[src/rtl/wscs_pkg.sv]
`timescale 1ns/1ps
package wscs_pkg;

  typedef enum logic [1:0] {
    SP_PROG = 2'd0,
    SP_DATA = 2'd1,
    SP_BYTE = 2'd2,
    SP_IO   = 2'd3
  } spaceT;

  localparam int NUM_SPACES = 4;

  // strobes from the control to the datapath
  typedef struct packed {
    logic load;   // request accepted this cycle
    logic busy;   // an access is in flight
    logic last;   // final cycle of the access
  } ctrlBusT;

endpackage

[src/rtl/wscs_datapath.sv]
`timescale 1ns/1ps
module wscs_datapath
  import wscs_pkg::*;
#(
  parameter int ADDR_W     = 14,
  parameter int DATA_W     = 16,
  parameter int FIELD_W    = 3,
  parameter int IO_REGIONS = 4,
  parameter int IO_ADDR_W  = 11,
  parameter int WAIT_ADDR  = 'h3FFE,
  parameter int SEL_ADDR   = 'h3FE6,
  parameter int SYS_ADDR   = 'h3FFF,
  localparam int CNT_W     = FIELD_W + 1,
  localparam int REGION_W  = $clog2(IO_REGIONS)
) (
  input  logic              clk,
  input  logic              rstN,
  input  ctrlBusT           ctrlBus,
  input  spaceT             reqSpace,
  input  logic [ADDR_W-1:0] reqAddr,
  input  logic              reqWrite,
  input  logic [DATA_W-1:0] reqWdata,
  output logic [CNT_W-1:0]  waitCount,
  output logic              pmsN,
  output logic              dmsN,
  output logic              bmsN,
  output logic              iomsN,
  output logic              cmsN
);

  // bit positions inside the configuration words
  localparam int MODE_BIT    = DATA_W - 1;
  localparam int DWAIT_LSB   = DATA_W - 1 - FIELD_W;
  localparam int BMWAIT_LSB  = DATA_W - 1 - FIELD_W;
  localparam int CMS_LSB     = 8;
  localparam int PWAIT_LSB   = 0;
  localparam int BMSDIS_BIT  = FIELD_W;
  localparam logic [NUM_SPACES-1:0] CMS_RESET = 4'b1011;

  logic [DATA_W-1:0]     waitWord;
  logic [FIELD_W-1:0]    bmWait;
  logic [NUM_SPACES-1:0] cmsEn;
  logic [FIELD_W-1:0]    pWait;
  logic                  bmsDis;

  logic                  regHit;
  logic                  hitWait, hitSel, hitSys;
  logic [FIELD_W-1:0]    fieldN;
  logic [FIELD_W-1:0]    ioWait [IO_REGIONS];
  logic [REGION_W-1:0]   region;

  spaceT                 curSpace;
  logic                  curIsReg;
  logic [NUM_SPACES-1:0] sel;
  logic                  unusedBits;

  // ---------------- request decode ----------------
  assign hitWait = (reqAddr == ADDR_W'(WAIT_ADDR));
  assign hitSel  = (reqAddr == ADDR_W'(SEL_ADDR));
  assign hitSys  = (reqAddr == ADDR_W'(SYS_ADDR));
  assign regHit  = (reqSpace == SP_DATA) && (hitWait || hitSel || hitSys);

  generate
    for (genvar g = 0; g < IO_REGIONS; g++) begin : gIoField
      assign ioWait[g] = waitWord[g*FIELD_W +: FIELD_W];
    end
  endgenerate

  assign region = reqAddr[IO_ADDR_W-1 -: REGION_W];

  always_comb begin
    case (reqSpace)
      SP_PROG: fieldN = pWait;
      SP_DATA: fieldN = waitWord[DWAIT_LSB +: FIELD_W];
      SP_BYTE: fieldN = bmWait;
      default: fieldN = ioWait[region];
    endcase
  end

  always_comb begin
    if (regHit)
      waitCount = '0;
    else if (waitWord[MODE_BIT])
      waitCount = {fieldN, 1'b1};          // 2N+1
    else
      waitCount = {1'b0, fieldN};          // N
  end

  // ---------------- configuration words ----------------
  always_ff @(posedge clk or negedge rstN) begin
    if (!rstN) begin
      waitWord <= '1;
      bmWait   <= '1;
      cmsEn    <= CMS_RESET;
      pWait    <= '1;
      bmsDis   <= 1'b0;
    end else if (ctrlBus.load && regHit && reqWrite) begin
      if (hitWait) waitWord <= reqWdata;
      if (hitSel) begin
        bmWait <= reqWdata[BMWAIT_LSB +: FIELD_W];
        cmsEn  <= reqWdata[CMS_LSB +: NUM_SPACES];
      end
      if (hitSys) begin
        pWait  <= reqWdata[PWAIT_LSB +: FIELD_W];
        bmsDis <= reqWdata[BMSDIS_BIT];
      end
    end
  end

  assign unusedBits = ^{reqWdata[DATA_W-1], reqWdata[CMS_LSB-1:BMSDIS_BIT+1],
                        reqAddr[ADDR_W-1:IO_ADDR_W],
                        reqWdata[DATA_W-2 -: (DATA_W-1-FIELD_W-CMS_LSB-NUM_SPACES+FIELD_W)]};

  // ---------------- access capture ----------------
  always_ff @(posedge clk or negedge rstN) begin
    if (!rstN) begin
      curSpace <= SP_PROG;
      curIsReg <= 1'b1;
    end else if (ctrlBus.load) begin
      curSpace <= reqSpace;
      curIsReg <= regHit;
    end
  end

  // ---------------- strobes ----------------
  generate
    for (genvar s = 0; s < NUM_SPACES; s++) begin : gSel
      assign sel[s] = ctrlBus.busy && !curIsReg && (curSpace == spaceT'(s));
    end
  endgenerate

  assign pmsN  = ~sel[SP_PROG];
  assign dmsN  = ~sel[SP_DATA];
  assign bmsN  = ~(sel[SP_BYTE] & ~bmsDis);
  assign iomsN = ~sel[SP_IO];
  assign cmsN  = ~|(sel & cmsEn);

endmodule

[src/rtl/wscs_ctrl.sv]
`timescale 1ns/1ps
module wscs_ctrl
  import wscs_pkg::*;
#(
  parameter int CNT_W = 4
) (
  input  logic             clk,
  input  logic             rstN,
  input  logic             reqValid,
  input  logic [CNT_W-1:0] waitCount,
  output ctrlBusT          ctrlBus
);

  logic             busy;
  logic [CNT_W-1:0] cnt;
  logic             load;
  logic             last;

  assign load = reqValid && !busy;
  assign last = busy && (cnt == '0);

  always_ff @(posedge clk or negedge rstN) begin
    if (!rstN) begin
      busy <= 1'b0;
      cnt  <= '0;
    end else if (load) begin
      busy <= 1'b1;
      cnt  <= waitCount;
    end else if (last) begin
      busy <= 1'b0;
    end else if (busy) begin
      cnt  <= cnt - CNT_W'(1);
    end
  end

  assign ctrlBus.load = load;
  assign ctrlBus.busy = busy;
  assign ctrlBus.last = last;

endmodule

[src/rtl/wscs_top.sv]
`timescale 1ns/1ps
module wscs_top
  import wscs_pkg::*;
#(
  parameter int ADDR_W     = 14,
  parameter int DATA_W     = 16,
  parameter int FIELD_W    = 3,
  parameter int IO_REGIONS = 4,
  parameter int IO_ADDR_W  = 11,
  localparam int CNT_W     = FIELD_W + 1
) (
  input  logic              clk,
  input  logic              rstN,
  input  logic              reqValid,
  input  logic [1:0]        reqSpace,
  input  logic [ADDR_W-1:0] reqAddr,
  input  logic              reqWrite,
  input  logic [DATA_W-1:0] reqWdata,
  output logic              accReady,
  output logic              pmsN,
  output logic              dmsN,
  output logic              bmsN,
  output logic              iomsN,
  output logic              cmsN
);

  ctrlBusT          ctrlBus;
  logic [CNT_W-1:0] waitCount;
  logic             accBusy;

  wscs_ctrl #(.CNT_W(CNT_W)) u_ctrl (
    .clk       (clk),
    .rstN      (rstN),
    .reqValid  (reqValid),
    .waitCount (waitCount),
    .ctrlBus   (ctrlBus)
  );

  wscs_datapath #(
    .ADDR_W     (ADDR_W),
    .DATA_W     (DATA_W),
    .FIELD_W    (FIELD_W),
    .IO_REGIONS (IO_REGIONS),
    .IO_ADDR_W  (IO_ADDR_W)
  ) u_dp (
    .clk       (clk),
    .rstN      (rstN),
    .ctrlBus   (ctrlBus),
    .reqSpace  (spaceT'(reqSpace)),
    .reqAddr   (reqAddr),
    .reqWrite  (reqWrite),
    .reqWdata  (reqWdata),
    .waitCount (waitCount),
    .pmsN      (pmsN),
    .dmsN      (dmsN),
    .bmsN      (bmsN),
    .iomsN     (iomsN),
    .cmsN      (cmsN)
  );

  assign accReady = ctrlBus.last;
  assign accBusy  = ctrlBus.busy;

endmodule

[config.mk]
export PLATFORM = sky130hd
export DESIGN_NAME = wscs_top
export DESIGN_NICKNAME = d
export VERILOG_FILES = /design/src/rtl/wscs_pkg.sv /design/src/rtl/wscs_datapath.sv /design/src/rtl/wscs_ctrl.sv /design/src/rtl/wscs_top.sv
export SDC_FILE = /design/constraint.sdc
export NUM_CORES = 1
export LEC_CHECK = 0
export BUFFER_PORTS_ARGS = -buffer_cell sky130_fd_sc_hd__buf_2
export CELL_PAD_IN_SITES_DETAIL_PLACEMENT = 0
export CELL_PAD_IN_SITES_GLOBAL_PLACEMENT = 2
export CORE_ASPECT_RATIO = 0.8
export CORE_UTILIZATION = 32
export DETAILED_ROUTE_END_ITERATION = 10
export MAX_ROUTING_LAYER = met4
export PLACE_DENSITY = 0.82
export SLEW_MARGIN = 25
export SYNTH_ARGS = -nofsm -noshare
export SYNTH_HDL_FRONTEND = slang
export SYNTH_SLANG_ARGS = --single-unit
[constraint.sdc]
create_clock -name clk -period 1.9 [get_ports clk]
set_input_delay 0 -clock clk [delete_from_list [all_inputs] [get_ports clk]]
set_output_delay 0 -clock clk [all_outputs]
set_load 0.01 [all_outputs]
# Word-level counts from Yosys, hierarchy flattened
# Cells that the tools add are included.
[totals] output_inout_bits=6 word_cells=64 regBits=35
[op_classes] n_addsub=1 muxes=11 order_cmp=1 bitwise=8 n_eq_ne=9 reduce_logical=25
[op_table] op="14-bit equality test (second input constant)" n=3
[op_table] op="4-bit two-way mux" n=5
[op_table] op="1-bit logical AND" n=10
[op_table] op="3-bit one-hot mux with 3 select lines" n=1
[op_table] op="2-bit AND reduction" n=4
[op_table] op="3-bit binary-select mux with 2-bit select" n=1
[op_table] op="2-bit equality test (second input constant)" n=3
[op_table] op="3-bit two-way mux" n=2
[op_table] op="1-bit inverter" n=5
[op_table] op="4-bit bitwise AND" n=1
[op_table] op="2-bit by 1-bit equality test with 1-bit output (second input constant)" n=2
[op_table] op="2-bit logical NOT" n=2
[op_table] op="4-bit logical NOT" n=1
[op_table] op="2-bit nonzero test" n=2
[op_table] op="4-bit OR reduction" n=1
[op_table] op="4-bit by 1-bit subtractor with 4-bit output (second input constant)" n=1
[op_table] op="3-bit greater-or-equal comparator (second input constant)" n=1
[op_table] op="1-bit logical NOT" n=3
[op_table] op="2-bit inverter with 3-bit output" n=1
[op_table] op="1-bit logical OR" n=2
[op_table] op="1-bit two-way mux" n=2
[op_table] op="2-bit by 1-bit != test with 1-bit output (second input constant)" n=1
[op_table] op="1-bit bitwise AND" n=1

# Longest topological paths before layout
# Gate-level depths: netlist (run 1).
[logic_depth] depth_word=8 depth_mapped=6 ltp_nobuf=6

# Modules after synthesis
# A second synthesis (run 1) with hierarchy kept.
[hier_totals] cells_unflattened=136 hier_area_um2=1948.1
[modules_own_cells] mod="wscs_datapath" cells_each=101 instances=1 area_per_inst_um2=1587.8 seq_area_each_um2=783.3
[modules_own_cells] mod="wscs_ctrl" cells_each=35 instances=1 area_per_inst_um2=360.3 seq_area_each_um2=125.1

# Worst setup path before layout (run 1)
# No wires, ideal clock.
[synth_path] path_kind="flip-flop to flip-flop" start="register u_ctrl.busy" end="register u_dp.bmsDis" arrival_ns=1.822 path_buffers=2 synth_period_minus_slack_ns=1.948 path_stages_with_launch=7 slack_ns=-0.048 setup_time_ns=0.125 path_cell_list="dfrtp_1 -> clkbuf_1 -> nor2b_2 -> nand4_4 -> or4_1 -> buf_2 -> mux2_4"
[synth_via] elab_chain_len=5
[synth_lines] element="start: declaration" line_no="wscs_ctrl.sv:14" rtl="logic busy;"
[synth_lines] element="start signal: assignment" line_no="wscs_ctrl.sv:24" rtl="busy <= 1'b0;"
[synth_lines] element="start signal: assignment" line_no="wscs_ctrl.sv:27" rtl="busy <= 1'b1;"
[synth_lines] element="start signal: assignment" line_no="wscs_ctrl.sv:30" rtl="busy <= 1'b0;"
[synth_lines] element="1-bit logical NOT" line_no="wscs_ctrl.sv:19" rtl="assign load = reqValid && !busy;"
[synth_lines] element="1-bit logical AND" line_no="wscs_ctrl.sv:19"
[synth_lines] element="1-bit logical AND (2 in series)" line_no="wscs_datapath.sv:97" rtl="end else if (ctrlBus.load && regHit && reqWrite) begin"
[synth_lines] element="2-bit AND reduction (no source line)"
[synth_lines] element="end signal: assignment" line_no="wscs_datapath.sv:105" rtl="bmsDis <= reqWdata[BMSDIS_BIT];"
[synth_lines] element="end: declaration" line_no="wscs_datapath.sv:44" rtl="logic bmsDis;"
# Every way passes these cells.
# A chain may end at the register's enable or synchronous reset.

# Worst setup path after layout (run 1)
[layout_path] start="register u_dp.waitWord[9]" end="register u_ctrl.cnt[1]"
[layout_via] elab_chain_len=7
[layout_lines] element="start: declaration" line_no="wscs_datapath.sv:40" rtl="logic [DATA_W-1:0] waitWord;"
[layout_lines] element="start signal: assignment" line_no="wscs_datapath.sv:98" rtl="if (hitWait) waitWord <= reqWdata;"
[layout_lines] element="3-bit binary-select mux with 2-bit select" line_no="wscs_datapath.sv:76" rtl="default: fieldN = ioWait[region];"
[layout_lines] element="3-bit two-way mux (not written as such) (2 in series)" line_no="wscs_datapath.sv:76"
[layout_lines] element="3-bit one-hot mux with 3 select lines" line_no="wscs_datapath.sv:72" rtl="case (reqSpace)"
[layout_lines] element="4-bit two-way mux" line_no="wscs_datapath.sv:83" rtl="else if (waitWord[MODE_BIT])"
[layout_lines] element="4-bit two-way mux" line_no="wscs_datapath.sv:81" rtl="if (regHit)"
[layout_lines] element="4-bit two-way mux" line_no="wscs_ctrl.sv:26" rtl="end else if (load) begin"
[layout_lines] element="end signal: assignment" line_no="wscs_ctrl.sv:28" rtl="cnt <= waitCount;"
[layout_lines] element="end signal: assignment" line_no="wscs_ctrl.sv:32" rtl="cnt <= cnt - CNT_W'(1);"
[layout_lines] element="end: declaration" line_no="wscs_ctrl.sv:15" rtl="logic [CNT_W-1:0] cnt;"
# Every way passes these cells. The select of a mux whose other input is x is not followed.

==> results of run 1 <==
power breakdown:
group / internal (mW) / leakage (nW) / switching, mW / total [mW]
clock network: 0.260 / 0.0395 / 0.255 / 0.515
registers: 0.827 / 0.379 / 0.0738 / 0.901
logic: 0.299 / 0.641 / 0.308 / 0.606
total: 1.39 / 1.06 / 0.637 / 2.02
metrics by stage:
stage / hold WS, ps / worst slack (ps)
6_report: 122 / 121
5_1_grt: 143 / 52.3
4_1_cts: 113 / 48.5
3_5_place_dp: 130 / 57.1
3_3_place_gp: 92.6 / 87.3
2_1_floorplan: -296 / 18.9
placed cells by master (no fill, tap or decap), drive strengths merged, types with 2 or more instances in the layout:
master       netlist  final
o221ai             2      2
dfstp             26     26
nor2               6      6
buf                2     46
nand4              2      2
dlygate4sd3        0     19
mux4               7      7
nand3b             2      2
mux2              27     27
nor2b              2      2
clkbuf             1      8
dfrtp              9      9
nand2             11     11
ha                 2      2
mux2i              2      2
nand3              4      4
inv                5      5
layout make-up:
type | instances | area [um^2]
multi-input combinational | 85 | 876
timing repair buffer | 65 | 445
clock buffer | 8 | 80.1
tap | 78 | 97.6
sequential | 35 | 908
inverter | 5 | 18.8
fill | 525 | 3040
tightest hold or removal path, stage by stage:
cell and delay, ps:
buf_2 110, nand2b_1 180, o41ai_1 120
state kept, by name, indices dropped and copies added (netlist names):
name and flops:
u_dp.bmsDis 1, u_ctrl.cnt 4, u_dp.bmWait 3, u_ctrl.busy 1, u_dp.pWait 3, u_dp.curIsReg 1
u_dp.waitWord 16, u_dp.cmsEn 4, u_dp.curSpace 2
path summary, 6_finish.rpt:
check / cells after the start / slack (ps) / to / startpoint
min in group asynchronous: 2 / 330 / u_ctrl.cnt[0] / rstN
worst min register to register: 2 / 490 / u_dp.curIsReg / u_dp.curIsReg
max in group asynchronous: 2 / 1070 / u_dp.cmsEn[2] / rstN
worst max register to register: 4 / 120 / u_ctrl.cnt[1] / u_dp.waitWord[9]
worst min-delay path: 3 / 120 / u_dp.curIsReg / reqValid
worst max-delay path: 4 / 120 / u_ctrl.cnt[1] / u_dp.waitWord[9]
layer usage:
layer / wire (um) / share of wire (%) / GRT usage [%]
met3: 172 / 4.4 / 5.12
met1: 1780 / 46 / 19.5
met5: 0 / 0 / -
met4: 43 / 1.1 / 4.44
met2: 1890 / 49 / 22.4
kinds of logic (layout without fill, tap and decap cells):
| logic type | Yosys count | count (layout) | synth area share, % |
|---|---|---|---|
| AOI/OAI and AO/OA | 9 | 9 | 3.73 |
| xor gates and xnor gates | 1 | 1 | 0.484 |
| muxes | 36 | 36 | 28.0 |
| DFF | 35 | 35 | 50.1 |
| and+or+nand+nor | 37 | 37 | 14.1 |
| buffers and inverters | 8 | 78 | 2.14 |
| adders and majority gates | 2 | 2 | 1.38 |
what timing repair did:
action,4_1_cts,5_1_grt
hold buffers,19,0
hold endpoints to repair,38,0
gates resized for setup,0,2
setup endpoints to repair,0,2
==> run_results.csv, run 1 <==
group,metric,value,unit
route,drc_errors,0,
logic_synthesis,synth_top_area_share,37.7,%
die,ios,42,
pwr,p_total,2.02,mW
clock_tree,path_clk_slew,70,ps
final_layout,antenna_cells,0,
run,drv_cap,0,
global_routing,grt_pass1_vias,1370,
logic_synthesis,synth_edf_count,0,
route,ant_nets,0,
logic_synthesis,synth_fp_nets,166,
timing,tns,0,ps
global_routing,grt_max_degree,36,
final_layout,finalNetCount,235,
route,drt-vias-per-instance,4.66,
logic_synthesis,yosysWarnings,0,
logic_synthesis,ys_ff_latch,35,
route,dr.first_iter.drc_count,43,
critical_path,endpoint_kind,"register",
timing,rsz0062_at_grt,"no",
clock_tree,cts_tree,"built",
global_routing,grt_pass1_wl,6620,um
timing,period_minus_slack,1780,ps
pwr,ir_drop,0.397,mV
critical_path,worstSetupStartpointType,"register",
worst_hold_path,hold_class,"in2reg",
logic_synthesis,synthFlopType,"dfstp_2",
pwr,cellPowerDensity,834,nW/um^2
critical_path,crit_buf_inv,0,
clock_tree,cts_buffers,5,
critical_path,cp_slowest_stage_delay,520,ps
global_routing,antenna_found_initial,0,
logic_synthesis,synth.distinct_cells,39,
route,dr.pass1.iters,6,
placement,io_buffers,41,
route,wl_per_cell,14.1,um
timing,max_slew_margin,48.2,%
die,start_util,33.2,%
timing,slew_violations,0,
logic_synthesis,ys_top_cells_by_area,"dfstp_2 38%, mux2_2 14%, dfrtp_1 12%, mux4_2 5.0%, mux4_1 4.4%",
logic_synthesis,synth-async-reset-ratio,100,%
final_layout,final_area,2430,um^2
clock_tree,clock_sinks,35,
critical_path,cp_top_family,"multiplexers",
placement,gp_congestion,0.760,
critical_path,cp.arrival,1920,ps
final_layout,drive_gt1_share,59.1,%
timing,hold_viol,0,
die,rows,24,
global_routing,grt_util_all_layers,15.1,%
logic_synthesis,synth_most_common_cell,"dfstp_2",
route,routed-via-count,1287,
timing,finalCritPeriodShare,93.7,%
die,fp.dieH,69.3,um
logic_synthesis,netlist_area,1810,um^2
logic_synthesis,syn_inst,128,
critical_path,crit_path_top_delay_cell,"mux4_1",
timing,fmax,562,MHz
global_routing,grt-ovfl-total,0,
clock_tree,clockBufferDepth,2,
pwr,power.leakage,1.06,nW
final_layout,fin_cells,276,
placement,dp.cells,249,
final_layout,post-route-util,44.4,%
logic_synthesis,synth_common_cells,"26 x dfstp_2, 23 x mux2_2, 11 x nand2_1, 9 x dfrtp_1, 6 x nor2_1",
clock_tree,post_cts_buffers,0,
clock_tree,clockRootBuffer,"clkbuf_8",
critical_path,critPathRequiredTime,2040,ps
placement,post_dp_cell_area,2150,um^2
critical_path,cp_max_fo,2,
logic_synthesis,syn_avg_cell_area,14.2,um^2
critical_path,crit_type,"reg2reg",
clock_tree,h-tree-depth,2,
critical_path,crit_chain,"mux4_2, mux4_1, mux2i_1, o221ai_1",
logic_synthesis,synth_top_area_cell,"dfstp_2",
timing,setup_violations,0,
die,dieWidth,86.1,um
die,dieArea,5970,um^2
timing,clock_skew,5.94,ps
placement,dpl.hpwl,2940,um
logic_synthesis,yosysSeqAreaShare,50.1,%
timing,worst-slew-pin-transition,776,ps
final_layout,area_growth,33.9,%
clock_tree,clock_latency,290,ps
outcome,status,"completed",
die,core-area,5470,um^2
route,totalWireLength,3880,um
(Power assumes the default switching activity.)
==> inputs of run 2 (changes only) <==
--- a/config.mk
+++ b/config.mk
@@ -10,10 +10,10 @@
 export CELL_PAD_IN_SITES_GLOBAL_PLACEMENT = 2
 export CORE_ASPECT_RATIO = 0.8
 export CORE_UTILIZATION = 32
+export CTS_BUF_LIST = sky130_fd_sc_hd__clkbuf_4 sky130_fd_sc_hd__clkbuf_8 sky130_fd_sc_hd__clkbuf_16
 export DETAILED_ROUTE_END_ITERATION = 10
 export MAX_ROUTING_LAYER = met4
 export PLACE_DENSITY = 0.82
-export SLEW_MARGIN = 25
 export SYNTH_ARGS = -nofsm -noshare
 export SYNTH_HDL_FRONTEND = slang
 export SYNTH_SLANG_ARGS = --single-unit
==> run 2 against run 1 <==
Net effect: worst setup slack improved by 1.7 ps; register-to-register slack hardly changed; sequential power about the same; sequential share of layout area down 0.17 points; total power rose by 2.1%; critical path depth did not move; critical endpoint unchanged; largest cell class unchanged.
==> run_results.csv, run 2 (synthesized netlist as in run 1, its figures left out) <==
group,metric,value,unit
outcome,status,"completed",
route,totalWireLength,3890,um
global_routing,grt_util_all_layers,15.1,%
critical_path,crit_type,"reg2reg",
critical_path,reg2reg_depth,4,
global_routing,grt_pass1_wl,6640,um
clock_tree,clockBufferDepth,2,
clock_tree,cts_tree,"built",
pwr,intPower,1.43,mW
timing,period_minus_slack,1780,ps
critical_path,cp-startpoint,"u_dp.waitWord[9]",
die,dieArea,5970,um^2
timing,fin_ws,122,ps
final_layout,antenna_cells,0,
final_layout,mostFrequentLayoutCells,"41 x buf_2, 26 x dfstp_2, 23 x mux2_2",
critical_path,critPathRequiredTime,2040,ps
die,fp.dieH,69.3,um
critical_path,reg2reg_to,"u_ctrl.cnt[1]",
global_routing,antenna_found_initial,0,
clock_tree,post_cts_buffers,0,
route,wl_per_cell,14.1,um
pwr,power_switching,0.637,mW
route,ant_nets,0,
final_layout,post-route-util,44.6,%
route,dr.pass1.iters,6,
pwr,ir_drop,0.397,mV
clock_tree,clock_latency,290,ps
pwr,power.leakage,1.07,nW
pwr,clockPowerShare,27.0,%
route,dr.first_iter.drc_count,58,
die,rows,24,
timing,finalCritPeriodShare,93.6,%
pwr,seqPwrFrac,43.7,%
timing,setup_violations,0,
pwr,power_frac_comb,29.4,%
clock_tree,cts_buffers,5,
die,core-area,5470,um^2
timing,fmax,563,MHz
placement,io_buffers,41,
final_layout,area_growth,34.5,%
route,drc_errors,0,
clock_tree,clock_sinks,35,
timing,tns,0,ps
timing,worst-slew-pin-transition,778,ps
worst_hold_path,hp-start,"reqValid",
timing,slew_violations,0,
critical_path,crit_chain,"mux4_2, mux4_1, mux2i_1, o221ai_1",
pwr,cellPowerDensity,847,nW/um^2
critical_path,cp_max_fo,2,
timing,timing.hold.ws,139,ps
run,drv_cap,0,
critical_path,crit_path_top_delay_cell,"mux4_1",
route,routed-via-count,1296,
die,ios,42,
global_routing,grt_max_degree,36,
placement,dpl.hpwl,2940,um
critical_path,worstSetupStartpointType,"register",
timing,rsz0062_at_grt,"no",
clock_tree,clockRootBuffer,"clkbuf_8",
global_routing,grt_pass1_vias,1374,
worst_hold_path,hold_end,"u_dp.curIsReg",
final_layout,largestRegisters,"u_dp.waitWord (16), u_ctrl.cnt (4), u_dp.cmsEn (4)",
clock_tree,h-tree-depth,2,
critical_path,r2r_slack,120,ps
final_layout,fill_cells,523,
placement,post_dp_cell_area,2150,um^2
die,start_util,33.2,%
worst_hold_path,hold_class,"in2reg",
pwr,swShare,30.8,%
critical_path,endpoint_kind,"register",
timing,hold_viol,0,
critical_path,cp_slowest_stage_delay,520,ps
placement,dp_slack,57.1,ps
final_layout,final_area,2440,um^2
placement,gp_congestion,0.760,
global_routing,grt-ovfl-total,0,
final_layout,final_common_cell,"buf_2",
die,dieWidth,86.1,um
final_layout,finalNetCount,235,
route,drt-vias-per-instance,4.70,
worst_hold_path,min_path_cells,3,
timing,max_slew_margin,48.1,%
timing,clock_skew,4.38,ps
critical_path,r2r_start,"u_dp.waitWord[9]",
clock_tree,path_clk_slew,70,ps
final_layout,largest-register,"u_dp.waitWord",
critical_path,cp.arrival,1920,ps
final_layout,largest_reg_flops,16,
final_layout,drive_gt1_share,60.6,%
==> run 2: cell counts in the layout (fill, tap and decap cells not counted) <==
No cell type changed its count.
==> run 2: timing repair <==
item / 4_1_cts / 5_1_grt
resized for setup: 0 / 2
hold buffers: 19 / 0
endpoints found under the setup margin: 0 / 2
hold endpoints to repair: 38 / 0
==> run 2: worst max-delay path: cells and delay by family, from the launching register on <==
| kind | cells | cell delay [ps] |
|---|---|---|
| compound gates | 1 | 110 |
| mux | 3 | 1160 |
| flops | 1 | 370 |
==> run 2: power by group through the flow <==
stage / clock (mW) / sequential (mW) / combinational (mW)
detailed placement: 0 / 0.913 / 0.583
CTS: 0.581 / 0.903 / 0.614
global placement: 0 / 0.908 / 0.561
finish: 0.557 / 0.902 / 0.607
global route: 0.613 / 0.914 / 0.694
floorplan: 0 / 0.886 / 0.384
==> run 2: area by class of cell <==
class / count / area (um^2) / area share, %
sequential: 35 / 908 / 37.3
multi-input combinational: 85 / 876 / 35.9
timing repair buffer: 65 / 445 / 18.3
tap: 78 / 97.6 / 4.00
clock buffer: 8 / 91.3 / 3.75
inverter: 5 / 18.8 / 0.770
==> run 2: worst max-delay path by stage <==
stage / slack [ps] / end / cells past startpoint
floorplan: 20 / u_dp.bmsDis / 6
global placement: 90 / u_dp.bmsDis / 4
detailed placement: 60 / u_dp.bmsDis / 4
CTS: 50 / u_dp.bmsDis / 4
global route: 50 / u_ctrl.cnt[1] / 4
finish: 120 / u_ctrl.cnt[1] / 4
==> run 2: routing by layer <==
layer	part of all wire [%]	vias up	wire (um)	GRT usage, %
met5	0	-	0	-
met2	49	37	1890	22.4
li1	-	617	-	-
met3	4.2	4	165	5.12
met1	46	638	1780	19.6
met4	1.1	0	44	4.44
==> run 2: per-stage QoR <==
stage | total power [mW] | std cells
after detailed placement | 1.50 | 249
after floorplan | 1.27 | 128
after global placement | 1.47 | 249
after CTS | 2.10 | 276
final | 2.07 | 276
after global routing | 2.22 | 276
==> inputs of run 3 (changes only) <==
--- a/config.mk
+++ b/config.mk
@@ -9,11 +9,11 @@
 export CELL_PAD_IN_SITES_DETAIL_PLACEMENT = 0
 export CELL_PAD_IN_SITES_GLOBAL_PLACEMENT = 2
 export CORE_ASPECT_RATIO = 0.8
-export CORE_UTILIZATION = 32
+export CORE_UTILIZATION = 36
 export CTS_BUF_LIST = sky130_fd_sc_hd__clkbuf_4 sky130_fd_sc_hd__clkbuf_8 sky130_fd_sc_hd__clkbuf_16
 export DETAILED_ROUTE_END_ITERATION = 10
 export MAX_ROUTING_LAYER = met4
-export PLACE_DENSITY = 0.82
+export PLACE_DENSITY = 0.87
 export SYNTH_ARGS = -nofsm -noshare
 export SYNTH_HDL_FRONTEND = slang
 export SYNTH_SLANG_ARGS = --single-unit
==> constraint.sdc (replaced) <==
create_clock -name clk -period 1.85 [get_ports clk]
set_input_delay 0 -clock clk [delete_from_list [all_inputs] [get_ports clk]]
set_output_delay 0 -clock clk [all_outputs]
set_load 0.01 [all_outputs]
==> run 3 against run 2 <==
Net effect: die area is 11% lower; critical path depth stayed put; global-route usage is 2.9 points higher; first-iteration DRC count is 16% higher; routed wire length is 0.49% lower; flip-flop and latch count stayed put; final cell count is 6.5% lower; via count is 0.15% lower; clock power is 0.9% higher; sequential power is 2.8% higher; non-clock buffer count stayed put; count of clock-buffer cells in the layout stayed put; critical endpoint unchanged.
==> run_results.csv, run 3 (synthesized netlist as in run 1, its figures left out) <==
group,metric,value,unit
outcome,status,"completed",
critical_path,endpoint,"u_ctrl.cnt[1]",
pwr,seqPwrFrac,43.8,%
critical_path,cp_slowest_stage_delay,510,ps
timing,setup_violations,0,
global_routing,antenna_found_initial,0,
final_layout,ff_latch_area,908,um^2
clock_tree,clock_latency,280,ps
worst_hold_path,hold_class,"in2reg",
die,rows,22,
route,wl_per_cell,15.0,um
global_routing,grt_max_degree,36,
route,ant_nets,0,
route,totalWireLength,3870,um
critical_path,reg2reg_to,"u_ctrl.cnt[1]",
pwr,cellPowerDensity,880,nW/um^2
clock_tree,h-tree-depth,2,
critical_path,crit_chain,"mux4_2, mux4_1, mux2i_1, o221ai_1",
final_layout,largest_reg_flops,16,
placement,dp_slack,93.4,ps
route,dr.pass1.iters,4,
critical_path,crit_path_top_delay_cell,"mux4_1",
critical_path,r2r_start,"u_dp.waitWord[9]",
timing,rsz0062_at_grt,"no",
final_layout,mostFrequentLayoutCells,"41 x buf_2, 26 x dfstp_2, 23 x mux2_2",
global_routing,grt-ovfl-total,0,
pwr,power_frac_comb,29.7,%
final_layout,drive_gt1_share,61.1,%
critical_path,critPathRequiredTime,1990,ps
clock_tree,post_cts_buffers,0,
final_layout,antenna_cells,0,
die,start_util,38.5,%
critical_path,cp-startpoint,"u_dp.waitWord[9]",
final_layout,largest-register,"u_dp.waitWord",
pwr,intPower,1.47,mW
final_layout,area_growth,32.9,%
clock_tree,clock_sinks,35,
critical_path,crit_cells,4,
clock_tree,clockRootBuffer,"clkbuf_8",
critical_path,cp_max_fo,2,
route,routed-via-count,1294,
critical_path,reg2reg_depth,4,
placement,io_buffers,41,
worst_hold_path,min_path_cells,4,
pwr,clockPowerShare,26.5,%
pwr,swShare,30.6,%
run,drv_cap,0,
final_layout,finalNetCount,235,
route,drt-vias-per-instance,5.02,
timing,max_slew_margin,50.7,%
final_layout,largestRegisters,"u_dp.waitWord (16), u_ctrl.cnt (4), u_dp.cmsEn (4)",
route,dr.first_iter.drc_count,67,
timing,fmax,571,MHz
clock_tree,path_clk_slew,70,ps
timing,clock_skew,7.38,ps
pwr,power_switching,0.649,mW
timing,finalCritPeriodShare,94.7,%
placement,dpl.hpwl,2860,um
timing,tns,0,ps
clock_tree,cts_tree,"built",
timing,slew_violations,0,
die,core-area,4710,um^2
critical_path,endpoint_kind,"register",
critical_path,crit_buf_inv,0,
clock_tree,cts_buffers,5,
pwr,ir_drop,0.463,mV
pwr,power.leakage,1.07,nW
timing,fin_ws,97.6,ps
clock_tree,clockBufferDepth,2,
critical_path,cp.arrival,1890,ps
final_layout,final_common_cell,"buf_2",
placement,gp_congestion,0.744,
global_routing,grt_pass1_wl,6780,um
final_layout,fill_cells,413,
timing,hold_viol,0,
final_layout,multiInputGateArea,873,um^2
route,drc_errors,0,
die,dieWidth,81.3,um
critical_path,worstSetupStartpointType,"register",
timing,worst-slew-pin-transition,739,ps
die,ios,42,
critical_path,cp_top_family,"multiplexers",
timing,period_minus_slack,1750,ps
die,dieArea,5320,um^2
global_routing,grt_util_all_layers,17.9,%
die,fp.dieH,65.5,um
critical_path,r2r_slack,100,ps
critical_path,crit_type,"reg2reg",
global_routing,grt_pass1_vias,1422,
==> run 3: cell count changes in the layout (fill, tap and decap cells not counted) <==
| cell | delta |
|---|---|
| nor2b_1 | +1 |
| nor2b_2 | -1 |
| buf_4 | +2 |
| dlygate4sd3_1 | -2 |
==> run 3: worst register-to-register path: stages (launching register included) <==
cell and delay (ps):
dfstp_2 370, mux4_2 460, mux4_1 510, mux2i_1 150, o221ai_1 110
==> run 3: how the worst min path moves through the flow <==
stage,startpoint,to,slack (ps)
floorplan,rstN,u_ctrl.busy,-300
global placement,rstN,u_dp.cmsEn[2],90
detailed placement,rstN,u_ctrl.cnt[2],110
CTS,reqSpace[1],u_dp.curSpace[1],90
global route,reqSpace[1],u_dp.curSpace[1],140
finish,reqSpace[1],u_dp.curSpace[1],80
==> run 3: timing repair <==
item	CTS	global route
hold buffers	17	0
endpoints found under the hold margin	36	0
setup endpoints to repair	0	0
resized for setup	0	0
==> run 3: metrics by stage <==
| step | utilization [%] | hold slack (ps) | std cells | total power [mW] | cell area (um^2) |
|---|---|---|---|---|---|
| floorplan | - | -296 | 128 | 1.31 | 1830 |
| global placement | 45.6 | 88.8 | 233 | 1.53 | 2150 |
| detailed placement | 45.6 | 106 | 233 | 1.54 | 2150 |
| CTS | 51.1 | 92.3 | 258 | 2.14 | 2410 |
| global route | 51.1 | 141 | 258 | 2.28 | 2410 |
| finish | 51.1 | 81.6 | 258 | 2.12 | 2410 |
==> run 3: power by group through the flow <==
stage / combinational (mW) / clock [mW] / sequential, mW
2_1_floorplan: 0.401 / 0 / 0.910
4_1_cts: 0.634 / 0.575 / 0.928
5_1_grt: 0.722 / 0.603 / 0.950
3_3_place_gp: 0.592 / 0 / 0.937
6_report: 0.629 / 0.562 / 0.927
3_5_place_dp: 0.600 / 0 / 0.939
==> run 3: final cells by class <==
type | instances | share of cell area [%]
Sequential cell | 35 | 37.7
Multi-Input combinational cell | 85 | 36.3
Timing Repair Buffer | 65 | 18.3
Clock buffer | 8 | 3.79
Tap cell | 60 | 3.12
Inverter | 5 | 0.780
==> run 3: routing by layer <==
| layer | wire length (um) | vias up | track usage [%] |
|---|---|---|---|
| li1 | - | 615 | - |
| met1 | 1710 | 647 | 21.0 |
| met2 | 1990 | 26 | 30.6 |
| met3 | 103 | 6 | 3.33 |
| met4 | 56 | 0 | 6.70 |
| met5 | 0 | - | - |
